## src/rtl/sram_wr_pkg.sv

```systemverilog
`timescale 1ns/1ps
package sram_wr_pkg;

  typedef enum logic [1:0] {
    ST_IDLE    = 2'd0,
    ST_SETUP   = 2'd1,
    ST_PULSE   = 2'd2,
    ST_RECOVER = 2'd3
  } wr_state_e;

  function automatic int unsigned ns_to_cyc(input int unsigned ns, input int unsigned per);
    return (ns + per - 1) / per;
  endfunction

  function automatic int unsigned max_u(input int unsigned a, input int unsigned b);
    return (a > b) ? a : b;
  endfunction

  function automatic int unsigned sat_sub(input int unsigned a, input int unsigned b);
    return (a > b) ? (a - b) : 0;
  endfunction

  // grade 0: fast part, grade 1: slow part
  function automatic int unsigned lim_cycle(input int unsigned g);  return (g == 0) ? 70 : 85; endfunction
  function automatic int unsigned lim_cs_end(input int unsigned g); return (g == 0) ? 60 : 75; endfunction
  function automatic int unsigned lim_ad_end(input int unsigned g); return (g == 0) ? 60 : 75; endfunction
  function automatic int unsigned lim_pulse(input int unsigned g);  return (g == 0) ? 50 : 55; endfunction
  function automatic int unsigned lim_dsetup(input int unsigned g); return (g == 0) ? 30 : 35; endfunction
  function automatic int unsigned lim_turnoff(input int unsigned g);return (g == 0) ? 30 : 35; endfunction

endpackage

```

## src/rtl/sram_wr_fsm.sv

```systemverilog
`timescale 1ns/1ps
module sram_wr_fsm
  import sram_wr_pkg::*;
#(
  parameter int unsigned SETUP_CYC = 1,
  parameter int unsigned PULSE_CYC = 8,
  parameter int unsigned REC_CYC   = 1,
  parameter int unsigned CNT_W     = 4
) (
  input  logic             clk,
  input  logic             rst_n,
  input  logic             req,
  output logic             ready,
  output logic             accept,
  output wr_state_e        nxt_state,
  output logic [CNT_W-1:0] nxt_cnt,
  output logic             done
);

  wr_state_e        state_q;
  logic [CNT_W-1:0] cnt_q;
  logic             done_d;

  assign ready  = (state_q == ST_IDLE);
  assign accept = req && ready;

  always_comb begin
    nxt_state = state_q;
    nxt_cnt   = cnt_q + 1'b1;
    done_d    = 1'b0;
    case (state_q)
      ST_IDLE: begin
        nxt_cnt = '0;
        if (req) nxt_state = ST_SETUP;
      end
      ST_SETUP: begin
        if (cnt_q == CNT_W'(SETUP_CYC - 1)) begin
          nxt_state = ST_PULSE;
          nxt_cnt   = '0;
        end
      end
      ST_PULSE: begin
        if (cnt_q == CNT_W'(PULSE_CYC - 1)) begin
          nxt_state = ST_RECOVER;
          nxt_cnt   = '0;
        end
      end
      ST_RECOVER: begin
        if (cnt_q == CNT_W'(REC_CYC - 1)) begin
          nxt_state = ST_IDLE;
          nxt_cnt   = '0;
          done_d    = 1'b1;
        end
      end
      default: begin
        nxt_state = ST_IDLE;
        nxt_cnt   = '0;
      end
    endcase
  end

  always_ff @(posedge clk or negedge rst_n) begin
    if (!rst_n) begin
      state_q <= ST_IDLE;
      cnt_q   <= '0;
      done    <= 1'b0;
    end else begin
      state_q <= nxt_state;
      cnt_q   <= nxt_cnt;
      done    <= done_d;
    end
  end

  // a taken request makes the block busy on the next cycle
  p_hold_off_r2: assert property (@(posedge clk) disable iff (!rst_n)
    accept |=> !ready);

  // done lasts a single cycle
  p_done_single_r10: assert property (@(posedge clk) disable iff (!rst_n)
    done |=> !done);

  // done appears with the block back in idle
  p_done_idle_r10: assert property (@(posedge clk) disable iff (!rst_n)
    done |-> ready);

endmodule

```

## src/rtl/sram_wr_pins.sv

```systemverilog
`timescale 1ns/1ps
module sram_wr_pins
  import sram_wr_pkg::*;
#(
  parameter int unsigned ADDR_W      = 19,
  parameter int unsigned DATA_W      = 8,
  parameter int unsigned CNT_W       = 4,
  parameter int unsigned TURN_CYC    = 4,
  parameter bit          OE_HELD_LOW = 1'b1
) (
  input  logic              clk,
  input  logic              rst_n,
  input  logic              accept,
  input  logic [ADDR_W-1:0] host_addr,
  input  logic [DATA_W-1:0] host_wdata,
  input  wr_state_e         nxt_state,
  input  logic [CNT_W-1:0]  nxt_cnt,
  output logic [ADDR_W-1:0] mem_addr,
  output logic [DATA_W-1:0] mem_dq,
  output logic              mem_dq_oe,
  output logic              mem_cs_n,
  output logic              mem_we_n,
  output logic              mem_oe_n
);

  logic turn_ok;
  logic drive_d;
  logic cs_n_d;
  logic we_n_d;

  generate
    if (TURN_CYC > 0) begin : g_turn_wait
      assign turn_ok = (nxt_cnt >= CNT_W'(TURN_CYC));
    end else begin : g_turn_none
      assign turn_ok = 1'b1;
    end
  endgenerate

  always_comb begin
    cs_n_d  = (nxt_state == ST_IDLE);
    we_n_d  = (nxt_state != ST_PULSE);
    drive_d = ((nxt_state == ST_PULSE) && turn_ok) ||
              ((nxt_state == ST_RECOVER) && (nxt_cnt == '0));
  end

  // strobes are registered from next-state so pins never glitch
  always_ff @(posedge clk or negedge rst_n) begin
    if (!rst_n) begin
      mem_cs_n  <= 1'b1;
      mem_we_n  <= 1'b1;
      mem_dq_oe <= 1'b0;
    end else begin
      mem_cs_n  <= cs_n_d;
      mem_we_n  <= we_n_d;
      mem_dq_oe <= drive_d;
    end
  end

  always_ff @(posedge clk or negedge rst_n) begin
    if (!rst_n) begin
      mem_addr <= '0;
      mem_dq   <= '0;
    end else if (accept) begin
      mem_addr <= host_addr;
      mem_dq   <= host_wdata;
    end
  end

  assign mem_oe_n = OE_HELD_LOW ? 1'b0 : 1'b1;

  // write enable low only inside chip select low
  p_we_in_cs_r9: assert property (@(posedge clk) disable iff (!rst_n)
    !mem_we_n |-> !mem_cs_n);

  // chip select was already low before write enable fell
  p_cs_leads_r9: assert property (@(posedge clk) disable iff (!rst_n)
    $fell(mem_we_n) |-> $past(!mem_cs_n));

  // data drive only while write enable is low or in the release cycle
  p_drive_in_cs_r7: assert property (@(posedge clk) disable iff (!rst_n)
    mem_dq_oe |-> !mem_cs_n);

  // address and data stay fixed while chip select is low
  p_bus_stable_r5: assert property (@(posedge clk) disable iff (!rst_n)
    (!mem_cs_n && $past(!mem_cs_n)) |-> ($stable(mem_addr) && $stable(mem_dq)));

  // data still driven at the end of the write
  p_data_at_end_r6: assert property (@(posedge clk) disable iff (!rst_n)
    $rose(mem_we_n) |-> mem_dq_oe);

  // drive released one cycle after write enable rises
  p_release_r8: assert property (@(posedge clk) disable iff (!rst_n)
    $rose(mem_we_n) |=> !mem_dq_oe);

endmodule

```

## src/rtl/sram_wr_seq.sv

```systemverilog
`timescale 1ns/1ps
module sram_wr_seq
  import sram_wr_pkg::*;
#(
  parameter int unsigned ADDR_W      = 19,
  parameter int unsigned DATA_W      = 8,
  parameter int unsigned CLK_NS      = 8,
  parameter int unsigned SPEED_GRADE = 0,
  parameter bit          OE_HELD_LOW = 1'b1
) (
  input  logic              clk,
  input  logic              rst_n,
  input  logic              host_req,
  input  logic [ADDR_W-1:0] host_addr,
  input  logic [DATA_W-1:0] host_wdata,
  output logic              host_ready,
  output logic              host_done,
  output logic [ADDR_W-1:0] mem_addr,
  output logic [DATA_W-1:0] mem_dq,
  output logic              mem_dq_oe,
  output logic              mem_cs_n,
  output logic              mem_we_n,
  output logic              mem_oe_n
);

  localparam int unsigned G = SPEED_GRADE;
  // address setup is 0 ns, so one cycle is the floor
  localparam int unsigned SETUP_CYC = 1;
  localparam int unsigned TURN_CYC  = OE_HELD_LOW ? ns_to_cyc(lim_turnoff(G), CLK_NS) : 0;
  localparam int unsigned PULSE_CYC = max_u(
      max_u(ns_to_cyc(lim_pulse(G), CLK_NS), TURN_CYC + ns_to_cyc(lim_dsetup(G), CLK_NS)),
      max_u(sat_sub(ns_to_cyc(lim_cs_end(G), CLK_NS), SETUP_CYC),
            sat_sub(ns_to_cyc(lim_ad_end(G), CLK_NS), SETUP_CYC)));
  localparam int unsigned REC_CYC   = max_u(1,
      sat_sub(ns_to_cyc(lim_cycle(G), CLK_NS), SETUP_CYC + PULSE_CYC));
  localparam int unsigned MAX_CYC   = max_u(max_u(SETUP_CYC, PULSE_CYC), REC_CYC);
  localparam int unsigned CNT_W     = $clog2(MAX_CYC + 1);

  wr_state_e        nxt_state;
  logic [CNT_W-1:0] nxt_cnt;
  logic             accept;

  sram_wr_fsm #(
    .SETUP_CYC (SETUP_CYC),
    .PULSE_CYC (PULSE_CYC),
    .REC_CYC   (REC_CYC),
    .CNT_W     (CNT_W)
  ) u_fsm (
    .clk       (clk),
    .rst_n     (rst_n),
    .req       (host_req),
    .ready     (host_ready),
    .accept    (accept),
    .nxt_state (nxt_state),
    .nxt_cnt   (nxt_cnt),
    .done      (host_done)
  );

  sram_wr_pins #(
    .ADDR_W      (ADDR_W),
    .DATA_W      (DATA_W),
    .CNT_W       (CNT_W),
    .TURN_CYC    (TURN_CYC),
    .OE_HELD_LOW (OE_HELD_LOW)
  ) u_pins (
    .clk        (clk),
    .rst_n      (rst_n),
    .accept     (accept),
    .host_addr  (host_addr),
    .host_wdata (host_wdata),
    .nxt_state  (nxt_state),
    .nxt_cnt    (nxt_cnt),
    .mem_addr   (mem_addr),
    .mem_dq     (mem_dq),
    .mem_dq_oe  (mem_dq_oe),
    .mem_cs_n   (mem_cs_n),
    .mem_we_n   (mem_we_n),
    .mem_oe_n   (mem_oe_n)
  );

  // the end of chip select and done coincide
  p_done_with_cs_r10: assert property (@(posedge clk) disable iff (!rst_n)
    $rose(mem_cs_n) |-> host_done);

endmodule

```

## config.mk

```make
export PLATFORM = sky130hd
export DESIGN_NAME = sram_wr_seq
export DESIGN_NICKNAME = d
export VERILOG_FILES = /design/src/rtl/sram_wr_pkg.sv /design/src/rtl/sram_wr_fsm.sv /design/src/rtl/sram_wr_pins.sv /design/src/rtl/sram_wr_seq.sv
export SDC_FILE = /design/constraint.sdc
export NUM_CORES = 1
export LEC_CHECK = 0
export ABC_AREA = 0
export BUFFER_PORTS_ARGS = -buffer_cell sky130_fd_sc_hd__buf_2
export CORE_MARGIN = 8
export CORE_UTILIZATION = 43
export DETAILED_ROUTE_END_ITERATION = 12
export PLACE_DENSITY = 0.74
export SYNTH_ARGS = -nofsm -noshare
export SYNTH_HDL_FRONTEND = slang
export SYNTH_SLANG_ARGS = --single-unit
```

## constraint.sdc

```tcl
create_clock -name clk -period 1.6 [get_ports clk]
set_input_delay 0.08 -clock clk [delete_from_list [all_inputs] [get_ports clk]]
set_output_delay 0.08 -clock clk [all_outputs]
set_load 0.02 [all_outputs]
```

Yosys cells after proc, flatten, opt, wreduce, memory -nomap -nowiden
Cells that the tools add are included.
{"block": "totals", "inputBits": 30, "output_inout_bits": 33, "elab_cells": 36, "register_bits": 37}
{"block": "op_classes", "n_eq_ne": 7, "add_sub_neg": 1, "mux": 10, "magnitude_cmp": 1, "reduce_logical": 9}
{"op": "4-bit case mux with 3 select lines", "count": 1}
{"op": "2-bit == test, second input constant", "count": 4}
{"op": "4-bit logical NOT", "count": 2}
{"op": "2-bit two-way mux", "count": 4}
{"op": "4-bit two-way mux", "count": 2}
{"op": "2-bit case mux with 4 select lines", "count": 1}
{"op": "4-bit by 1-bit adder with 4-bit output, second input constant", "count": 1}
{"op": "4-bit by 3-bit == test with 1-bit output, second input constant", "count": 1}
{"op": "4-bit by 3-bit >= comparator with 1-bit output, second input constant", "count": 1}
{"op": "2-bit logical NOT", "count": 2}
{"op": "1-bit logical AND", "count": 3}
{"op": "2-bit by 1-bit == test with 1-bit output, second input constant", "count": 1}
{"op": "1-bit two-way mux", "count": 2}
{"op": "2-bit inequality test, second input constant", "count": 1}
{"op": "2-bit OR reduction", "count": 1}
{"op": "1-bit logical OR", "count": 1}

Logic depth before layout (Yosys ltp)
Gate-level depths: netlist of run 1.
{"block": "depth", "word_depth": 6, "depth_mapped": 6, "mapped_depth_nobuf": 6}

By module
Synthesis of run 1 repeated with hierarchy kept, for this count alone.
{"block": "hier_totals", "hier_cells": 97, "area_unflattened_um2": 1562.7}
{"module": "sram_wr_pins", "cells_each": 67, "area_each_um2": 1229.9, "n_inst": 1, "seq_area_each_um2": 753.2}
{"module": "sram_wr_fsm", "cells_each": 30, "area_each_um2": 332.8, "n_inst": 1, "seq_area_each_um2": 175.2}

Worst setup path after synthesis of run 1
OpenSTA, ideal clock, no wires.
{"block": "synth_path", "kind": "reg-to-reg", "start": "register u_fsm.cnt_q[0]", "end": "register u_pins.mem_dq_oe", "setup_time_ns": 0.079, "path_stages_with_launch": 7, "synth_period_minus_slack_ns": 1.559, "setup_slack_ns": 0.041, "arrival_time_ns": 1.480, "required_time_ns": 1.521, "n_path_buf": 0, "cell_sequence": "dfrtp_1 > inv_1 > ha_1 > nor4bb_4 > a311o_4 > o22ai_2 > mux2i_1"}
{"block": "synth_between", "elab_chain_cells": 6, "elab_cells_between_ends": 17, "classes_between": "add/sub (1); order compare (1); eq/ne (3); mux (7); reduce/logical (5)"}
{"item": "from (decl)", "line": "sram_wr_fsm.sv:21", "source": "logic [CNT_W-1:0] cnt_q;"}
{"item": "from (signal assigned)", "line": "sram_wr_fsm.sv:69", "source": "cnt_q <= nxt_cnt;"}
{"item": "4-bit by 1-bit adder with 4-bit output, or another cell as far along", "line": "sram_wr_fsm.sv:29", "source": "nxt_cnt = cnt_q + 1'b1;"}
{"item": "4-bit two-way mux, or another cell as far along", "line": "sram_wr_fsm.sv:37, sram_wr_fsm.sv:49"}
{"item": "4-bit case mux with 3 select lines or 2-bit case mux with 4 select lines (tied branches)", "line": "sram_wr_fsm.sv:31", "source": "case (state_q)"}
{"item": "4-bit by 3-bit >= comparator with 1-bit output, or another cell as far along", "line": "sram_wr_pins.sv:33", "source": "assign turn_ok = (nxt_cnt >= CNT_W'(TURN_CYC));"}
{"item": "1-bit logical AND, on equally long branches", "line": "sram_wr_pins.sv:42, sram_wr_pins.sv:43"}
{"item": "1-bit logical OR *", "line": "sram_wr_pins.sv:42", "source": "drive_d = ((nxt_state == ST_PULSE) && turn_ok) ||"}
{"item": "named net u_pins.drive_d", "line": "sram_wr_pins.sv:27", "source": "logic drive_d;"}
{"item": "to (signal assigned)", "line": "sram_wr_pins.sv:55", "source": "mem_dq_oe <= drive_d;"}
{"item": "to (decl)", "line": "sram_wr_pins.sv:20", "source": "output logic mem_dq_oe,"}
The timed path passes the listed nets; every way through them passes the cells marked *.
A chain may end at the register's enable or synchronous reset.

Worst setup path in the final report of run 1
{"block": "layout_path", "start": "register u_fsm.cnt_q[1]", "end": "register u_pins.mem_dq_oe"}
The elaborated chain is that of the path after synthesis.

==> results of run 1 <==
==> metal layers <==
layer	up-vias	GRT usage (%)	part of all wire, %
met3	8	5.24	9.1
met5	-	0	0
li1	510	-	-
met4	0	5.56	1.8
met2	47	19.6	51
met1	538	13.4	38
==> through the flow <==
step	power (W)	area, µm²	util, %	setup slack, ps
after floorplan	0.00346	1660	-	40.9
after global placement	0.00407	2000	54.3	57.3
after detailed placement	0.00416	2000	54.3	9.65
after CTS	0.00513	2160	58.4	1.86
after global routing	0.00545	2180	59.0	-4.95
final	0.00513	2180	59.0	66.8
==> worst max-delay path by stage <==
stage                        start  cells after the start               end  slack [ps]
global route        u_fsm.cnt_q[1]                      6  u_pins.mem_dq_oe          -5
floorplan           u_fsm.cnt_q[0]                      6  u_pins.mem_dq_oe          40
CTS                 u_fsm.cnt_q[0]                      6  u_pins.mem_dq_oe           2
finish              u_fsm.cnt_q[1]                      6  u_pins.mem_dq_oe          70
global placement    u_fsm.cnt_q[1]                      6  u_pins.mem_dq_oe          60
detailed placement  u_fsm.cnt_q[1]                      6  u_pins.mem_dq_oe          10
==> cells in the mapped netlist, types with 2 or more instances <==
master    n
mux2_4   20
mux2_2    7
nor3_1    2
nor2_1    5
buf_6     4
dfrtp_1  35
ha_1      2
a21oi_1   5
dfstp_2   2
nand3_1   2
inv_1     5
buf_4     2
==> state kept, by name (all words and copies together), names as in the netlist <==
| signal | cells |
|---|---|
| u_pins.mem_dq_oe | 1 |
| u_pins.mem_we_n | 1 |
| u_pins.mem_cs_n | 1 |
| u_fsm.done | 1 |
| u_fsm.state_q | 2 |
| u_pins.mem_addr | 19 |
| u_fsm.cnt_q | 4 |
| u_pins.mem_dq | 8 |
==> final cells by class <==
type / count / area [µm²]
clock buffers: 5 / 68.8
clock inverters: 3 / 65.1
fillers: 316 / 1510
inverters: 5 / 18.8
multi-input cells: 62 / 669
flip-flops and latches: 37 / 930
well taps: 48 / 60.1
repair buffers: 67 / 365
==> kinds of logic (layout without fill, tap and decap cells) <==
| family | after synthesis | after routing |
|---|---|---|
| other | 1 | 1 |
| xor gates and xnor gates | 2 | 2 |
| and+or+nand+nor | 19 | 19 |
| buffers and inverters | 11 | 80 |
| AOI/OAI and AO/OA | 10 | 10 |
| muxes | 28 | 28 |
| DFF | 37 | 37 |
| adders and majority gates | 2 | 2 |
==> worst register-to-register path, stage by stage, from the launching register on <==
cell     delay (ps)
dfrtp_1         380
inv_1           100
ha_4            210
and3b_2         250
a21oi_2          50
or3_1           330
mux2i_1         130
==> power by group <==
| group | switching (W) | internal [W] |
|---|---|---|
| Clock | 0.000310 | 0.000619 |
| Combinational | 0.00127 | 0.00122 |
| Sequential | 0.000292 | 0.00142 |
==> what timing repair did <==
action | in CTS | in global routing
pin swaps | 0 | 2
gates cloned | 0 | 0
setup buffers | 1 | 0
setup endpoints to repair | 1 | 5
resized for setup | 0 | 6
endpoints found under the hold margin | 35 | 0
hold buffers | 1 | 0
==> results by group, run 1 <==
Power
  • Power Dens Cells: between 2000 and 2500 nW/µm²
  • Peak VDD IR: about 0.91 mV
  • Leakage: between 1 and 1.5 nW

Global routing
  • Initial antenna violation count: 0
  • First-pass GRT wire length: 5990 µm
  • Largest net degree at the start of global routing: 38
  • GRT Total Usage: around 12%
  • Grt ovf: 0
  • Vias in the first global route: roughly 1200

Worst setup path
  • Max stage delay on crit path: 380 ps
  • Worst path slowest cell: dfrtp_1
  • Worst EP required: 1800 ps
  • Crit. End Element: flop
  • Crit-path cells: inv_1 > ha_4 > and3b_2 > a21oi_2 > or3_1 > mux2i_1
  • R2r startpoint: u_fsm.cnt_q[1]
  • Reg-to-Reg End: u_pins.mem_dq_oe
  • FF-to-FF setup slack: 70 ps
  • Crit-path max FO: 2
  • Buf/Inv on CP: 1
  • Critical path class: reg2reg
  • Critical Path Start Type: flop
  • Worst R2R Path Depth: 6
  • Dominant delay contributor by cell family on the critical path: simple AND/OR/NAND/NOR gates
  • Arrival @ worst endpoint: between 1500 and 2000 ps

Run
  • Max Cap Viol: 0

Timing
  • Slew at the pin closest to its max-slew limit: approximately 780 ps
  • Setup Skew: between 3 and 4 ps
  • Final Hold Viols: 0
  • Period minus WS final: roughly 1500 ps
  • Final period util: 95.8%
  • Max_slew headroom: between 40% and 50%
  • Final max-slew violation count: 0
  • Hold Worst Slack: 28.6 ps
  • Setup TNS: 0 ps
  • Peak Freq: 652 MHz
  • Final setup violation count: 0

Synth
  • Synth Area in Simple Gates: approximately 8%
  • Count of different cell masters after synthesis: 31
  • Register bit total from synthesis: 37
  • Mean Syn Cell Area: roughly 15 µm²
  • Post-Synth Adder-Cell Area: between 1.5 and 2%
  • Post-synth EDFFs: 0
  • Post-synth top area share: between 50 and 60%
  • Multiplexer share of the synthesized area: 23.5%
  • Ys async rst share: 100%
  • Most used DFF post-synth: dfrtp_1
  • Syn Nets: about 140
  • Synth warn: 0
  • Xor/xnor share of the synthesized area: 1.06%
  • Mapped Cells: 110
  • Synth top area cells: dfrtp_1 53%, mux2_4 18%, mux2_2 4.8%, dfstp_2 3.2%, buf_6 2.7%
  • Synth Area in Compound Gates: between 4 and 5%
  • Seq/Total Area, Yosys: around 56%
  • Synthesized area: between 1500 and 2000 µm²
  • Cell accounting for the most synthesized area: dfrtp_1
  • Largest family of logic cells by synthesized area: multiplexers

Cells and area
  • Most frequent cells in the layout: 61 x buf_2, 34 x dfrtp_1, 20 x mux2_4, 7 x mux2_2
  • Layout cells sized above 1: a little under two thirds
  • Area Growth Syn to Fin: 31.4%
  • Commonest non-fill, non-tap cell in the layout: buf_2
  • Ant. Diodes: 0
  • Layout Nets: 210
  • Non-filler cells, final: about 230

Placed design
  • Detailed Place HPWL: 2730 µm
  • I/O Buffers: between 60 and 70
  • Placer Congestion: ~0.83
  • Dpl cells: 217

Worst hold path
  • Hold path start: host_wdata[4]
  • Hold Crit Class: in2reg
  • Hold Crit Endpoint: u_pins.mem_dq[4]
  • Hold depth: 2

Die
  • Die width: roughly 80 µm
  • Die footprint: just over 6000 µm²
  • Ports: between 60 and 70
  • Core area: 3690 µm²
  • Starting density of the core: between 40% and 50%
  • Die height: ~78 µm
  • Row Count: 22

Routing
  • Post-Route WL: about 3600 µm
  • Vias per std cell: just under 5
  • DR iter-0 viols: 36
  • Wire per inst: between 15 and 20 µm
  • Post-DRT Antenna Nets: 0
  • Drt drc: 0
  • Pre-antenna DRT Iters: 4
  • Via count: 1103

Clock network
  • CTS H-tree depth: 2
  • CTS Root Cell: clkbuf_8
  • CTS Sinks: 37
  • Clk_lat worst skew: between 200 and 300 ps
  • CTS Buffer Depth: 2
  • Num CTS Buffers: 5
  • Clock-pin slew on the worst setup and hold paths: 70 ps
  • CTS tree: done

Outcome
  • Outcome: finished, final reports clean
No activity file was read; power rests on OpenSTA's default activity.
==> inputs of run 2 (changes only) <==
- REMOVE_ABC_BUFFERS: unset -> 1
- SLEW_MARGIN: unset -> 40
==> run 2 against run 1 <==
Total power decreased by 4.6%. Setup slack improved by 16 ps. Clock skew increased by 5.9 ps. Sequential share of layout area increased by 0.36 points.
==> results by group, run 2 (synthesis gave the netlist of run 1 again) <==
Die
  • Row Count: 22 (unchanged)
  • Starting density of the core: 44.9% (unchanged)
  • Ports: 63 (unchanged)
  • Die footprint: 6090 µm² (unchanged)
  • Die width: 78.1 µm (unchanged)
  • Core area: 3690 µm² (unchanged)
  • Die height: 78.1 µm (unchanged)

Global routing
  • Initial antenna violation count: 0 (unchanged)
  • First-pass GRT wire length: 5890 µm (-1.7%)
  • GRT Total Usage: 11.8% (-0.25 points)
  • Vias in the first global route: 1187 (-4.2%)
  • Largest net degree at the start of global routing: 38 (unchanged)
  • Grt ovf: 0 (unchanged)

Placed design
  • I/O Buffers: 61 (unchanged)
  • Detailed Place HPWL: 2700 µm (-1.2%)
  • Placement Setup Slack: -3.21 ps (-12.9 ps)
  • Placer Congestion: 0.883 (+6.7%)

Routing
  • Drt drc: 0 (unchanged)
  • Via count: 1096 (-0.63%)
  • Post-DRT Antenna Nets: 0 (unchanged)
  • Post-Route WL: 3610 µm (about the same)
  • Vias per std cell: 4.81 (-1.1%)
  • Pre-antenna DRT Iters: 4 (unchanged)
  • Wire per inst: 15.8 µm (-0.41%)
  • DR iter-0 viols: 10 (-72%)

Timing
  • Crit path setup slack, layout: 82.6 ps (+15.8 ps)
  • Final setup violation count: 0 (unchanged)
  • Setup Skew: 9.88 ps (+5.92 ps)
  • Final period util: 94.8% (-0.99 points)
  • Final max-slew violation count: 0 (unchanged)
  • Period minus WS final: 1520 ps (-15.8 ps)
  • Setup TNS: 0 ps (unchanged)
  • Final Hold Viols: 0 (unchanged)
  • Peak Freq: 659 MHz (+1.0%)

Cells and area
  • Layout cells sized above 1: 63.3% (-0.35 points)
  • Largest regs: u_pins.mem_addr: 19 flops, u_pins.mem_dq: 8 flops, u_fsm.cnt_q: 4 flops
  • Ant. Diodes: 0 (unchanged)
  • Fillers: 295 (-6.6%)
  • Max reg flops: 19 (unchanged)
  • Area Growth Syn to Fin: 30.1%
  • Multi-input gate area: 667 µm² (-0.37%)
  • Reg area: 928 µm² (-0.13%)
  • Commonest non-fill, non-tap cell in the layout: buf_2
  • Largest Register: u_pins.mem_addr
  • Most frequent cells in the layout: 60 x buf_2, 35 x dfrtp_1, 20 x mux2_4, 7 x mux2_2
  • Layout Nets: 212 (+0.95%)

Clock network
  • Num CTS Buffers: 5 (unchanged)
  • CTS Root Cell: clkbuf_8
  • CTS Buffer Depth: 2 (unchanged)
  • CTS tree: done
  • CTS H-tree depth: 2 (unchanged)
  • CTS Sinks: 37 (unchanged)
  • Clock-pin slew on the worst setup and hold paths: 70 ps (about the same)
  • Clk_lat worst skew: 270 ps (about the same)

Worst setup path
  • Worst EP required: 1800 ps (about the same)
  • Max stage delay on crit path: 390 ps (about the same)
  • Critical Path Start Type: flop
  • Crit-path cells: buf_4 > ha_2 > a311o_4 > o22ai_2 > mux2i_1
  • Crit. End Element: flop
  • Worst path slowest cell: dfrtp_1
  • Critical path class: reg2reg
  • Arrival @ worst endpoint: 1710 ps (-30 ps)
  • Crit-path max FO: 4 (+2)
  • R2r startpoint: u_fsm.cnt_q[0]
  • Worst Setup SP: u_fsm.cnt_q[0]

Power
  • Power Dens Cells: 2270 nW/µm² (-3.7%)
  • Leakage: 1.10 nW (-0.92%)
  • Peak VDD IR: 1.05 mV (+15%)
  • Total Power: 0.00489 W (-4.6%)

Run
  • Max Cap Viol: 0 (unchanged)

Outcome
  • Outcome: finished, final reports clean

Worst hold path
  • Hold path start: host_addr[5]
  • Hold Crit Class: in2reg
[run 2: per-stage QoR]
| step | cell area, µm² | instances | hold WS [ps] | util [%] |
|---|---|---|---|---|
| floorplan | 1600 | 104 | -216 | - |
| global placement | 2020 | 218 | 196 | 54.9 |
| detailed placement | 2020 | 218 | 211 | 54.9 |
| CTS | 2130 | 227 | 26.5 | 57.7 |
| global route | 2160 | 228 | 22.5 | 58.4 |
| finish | 2160 | 228 | 33.4 | 58.4 |
[run 2: area by class of cell]
type | instances | area share [%]
tap | 48 | 2.79
inverter | 5 | 0.871
multi-input combinational | 62 | 30.9
sequential | 37 | 43.1
clock buffer | 7 | 4.00
timing repair buffer | 69 | 18.3
[run 2: layer usage]
metal | part of all wire, % | global-route usage [%]
met2 | 49 | 20.0
met5 | 0 | 0
met3 | 9.7 | 5.92
met1 | 41 | 13.2
met4 | 0.53 | 2.22
[run 2: power breakdown]
group / internal [W] / leakage, nW / total [W] / switching (W)
clock network: 0.000341 / 0.0443 / 0.000628 / 0.000286
logic: 0.00127 / 0.609 / 0.00257 / 0.00130
registers: 0.00141 / 0.443 / 0.00169 / 0.000278
[run 2: path summary, 6_finish.rpt]
| kind | to | slack (ps) | depth (start not counted) |
|---|---|---|---|
| max | u_pins.mem_dq_oe | 80 | 5 |
| min | u_pins.mem_addr[5] | 30 | 2 |
| max reg2reg | u_pins.mem_dq_oe | 80 | 5 |
| min reg2reg | u_pins.mem_addr[8] | 510 | 1 |
| max in group asynchronous | u_pins.mem_we_n | 960 | 2 |
| min in group asynchronous | u_pins.mem_dq[2] | 310 | 2 |
[run 2: what timing repair did]
item / CTS / global route
gates resized for setup: 0 / 5
setup endpoints to repair: 1 / 1
hold buffers: 1 / 0
buffers inserted: 1 / 1
pin swaps: 0 / 1
endpoints found under the hold margin: 35 / 0
[run 2: critical path, delay by kind of cell (launching register included)]
kind            cells  cell delay (ps)
compound gates      2              510
flops               1              390
mux                 1              190
buf+inv             1              150
fa+ha+maj           1              200
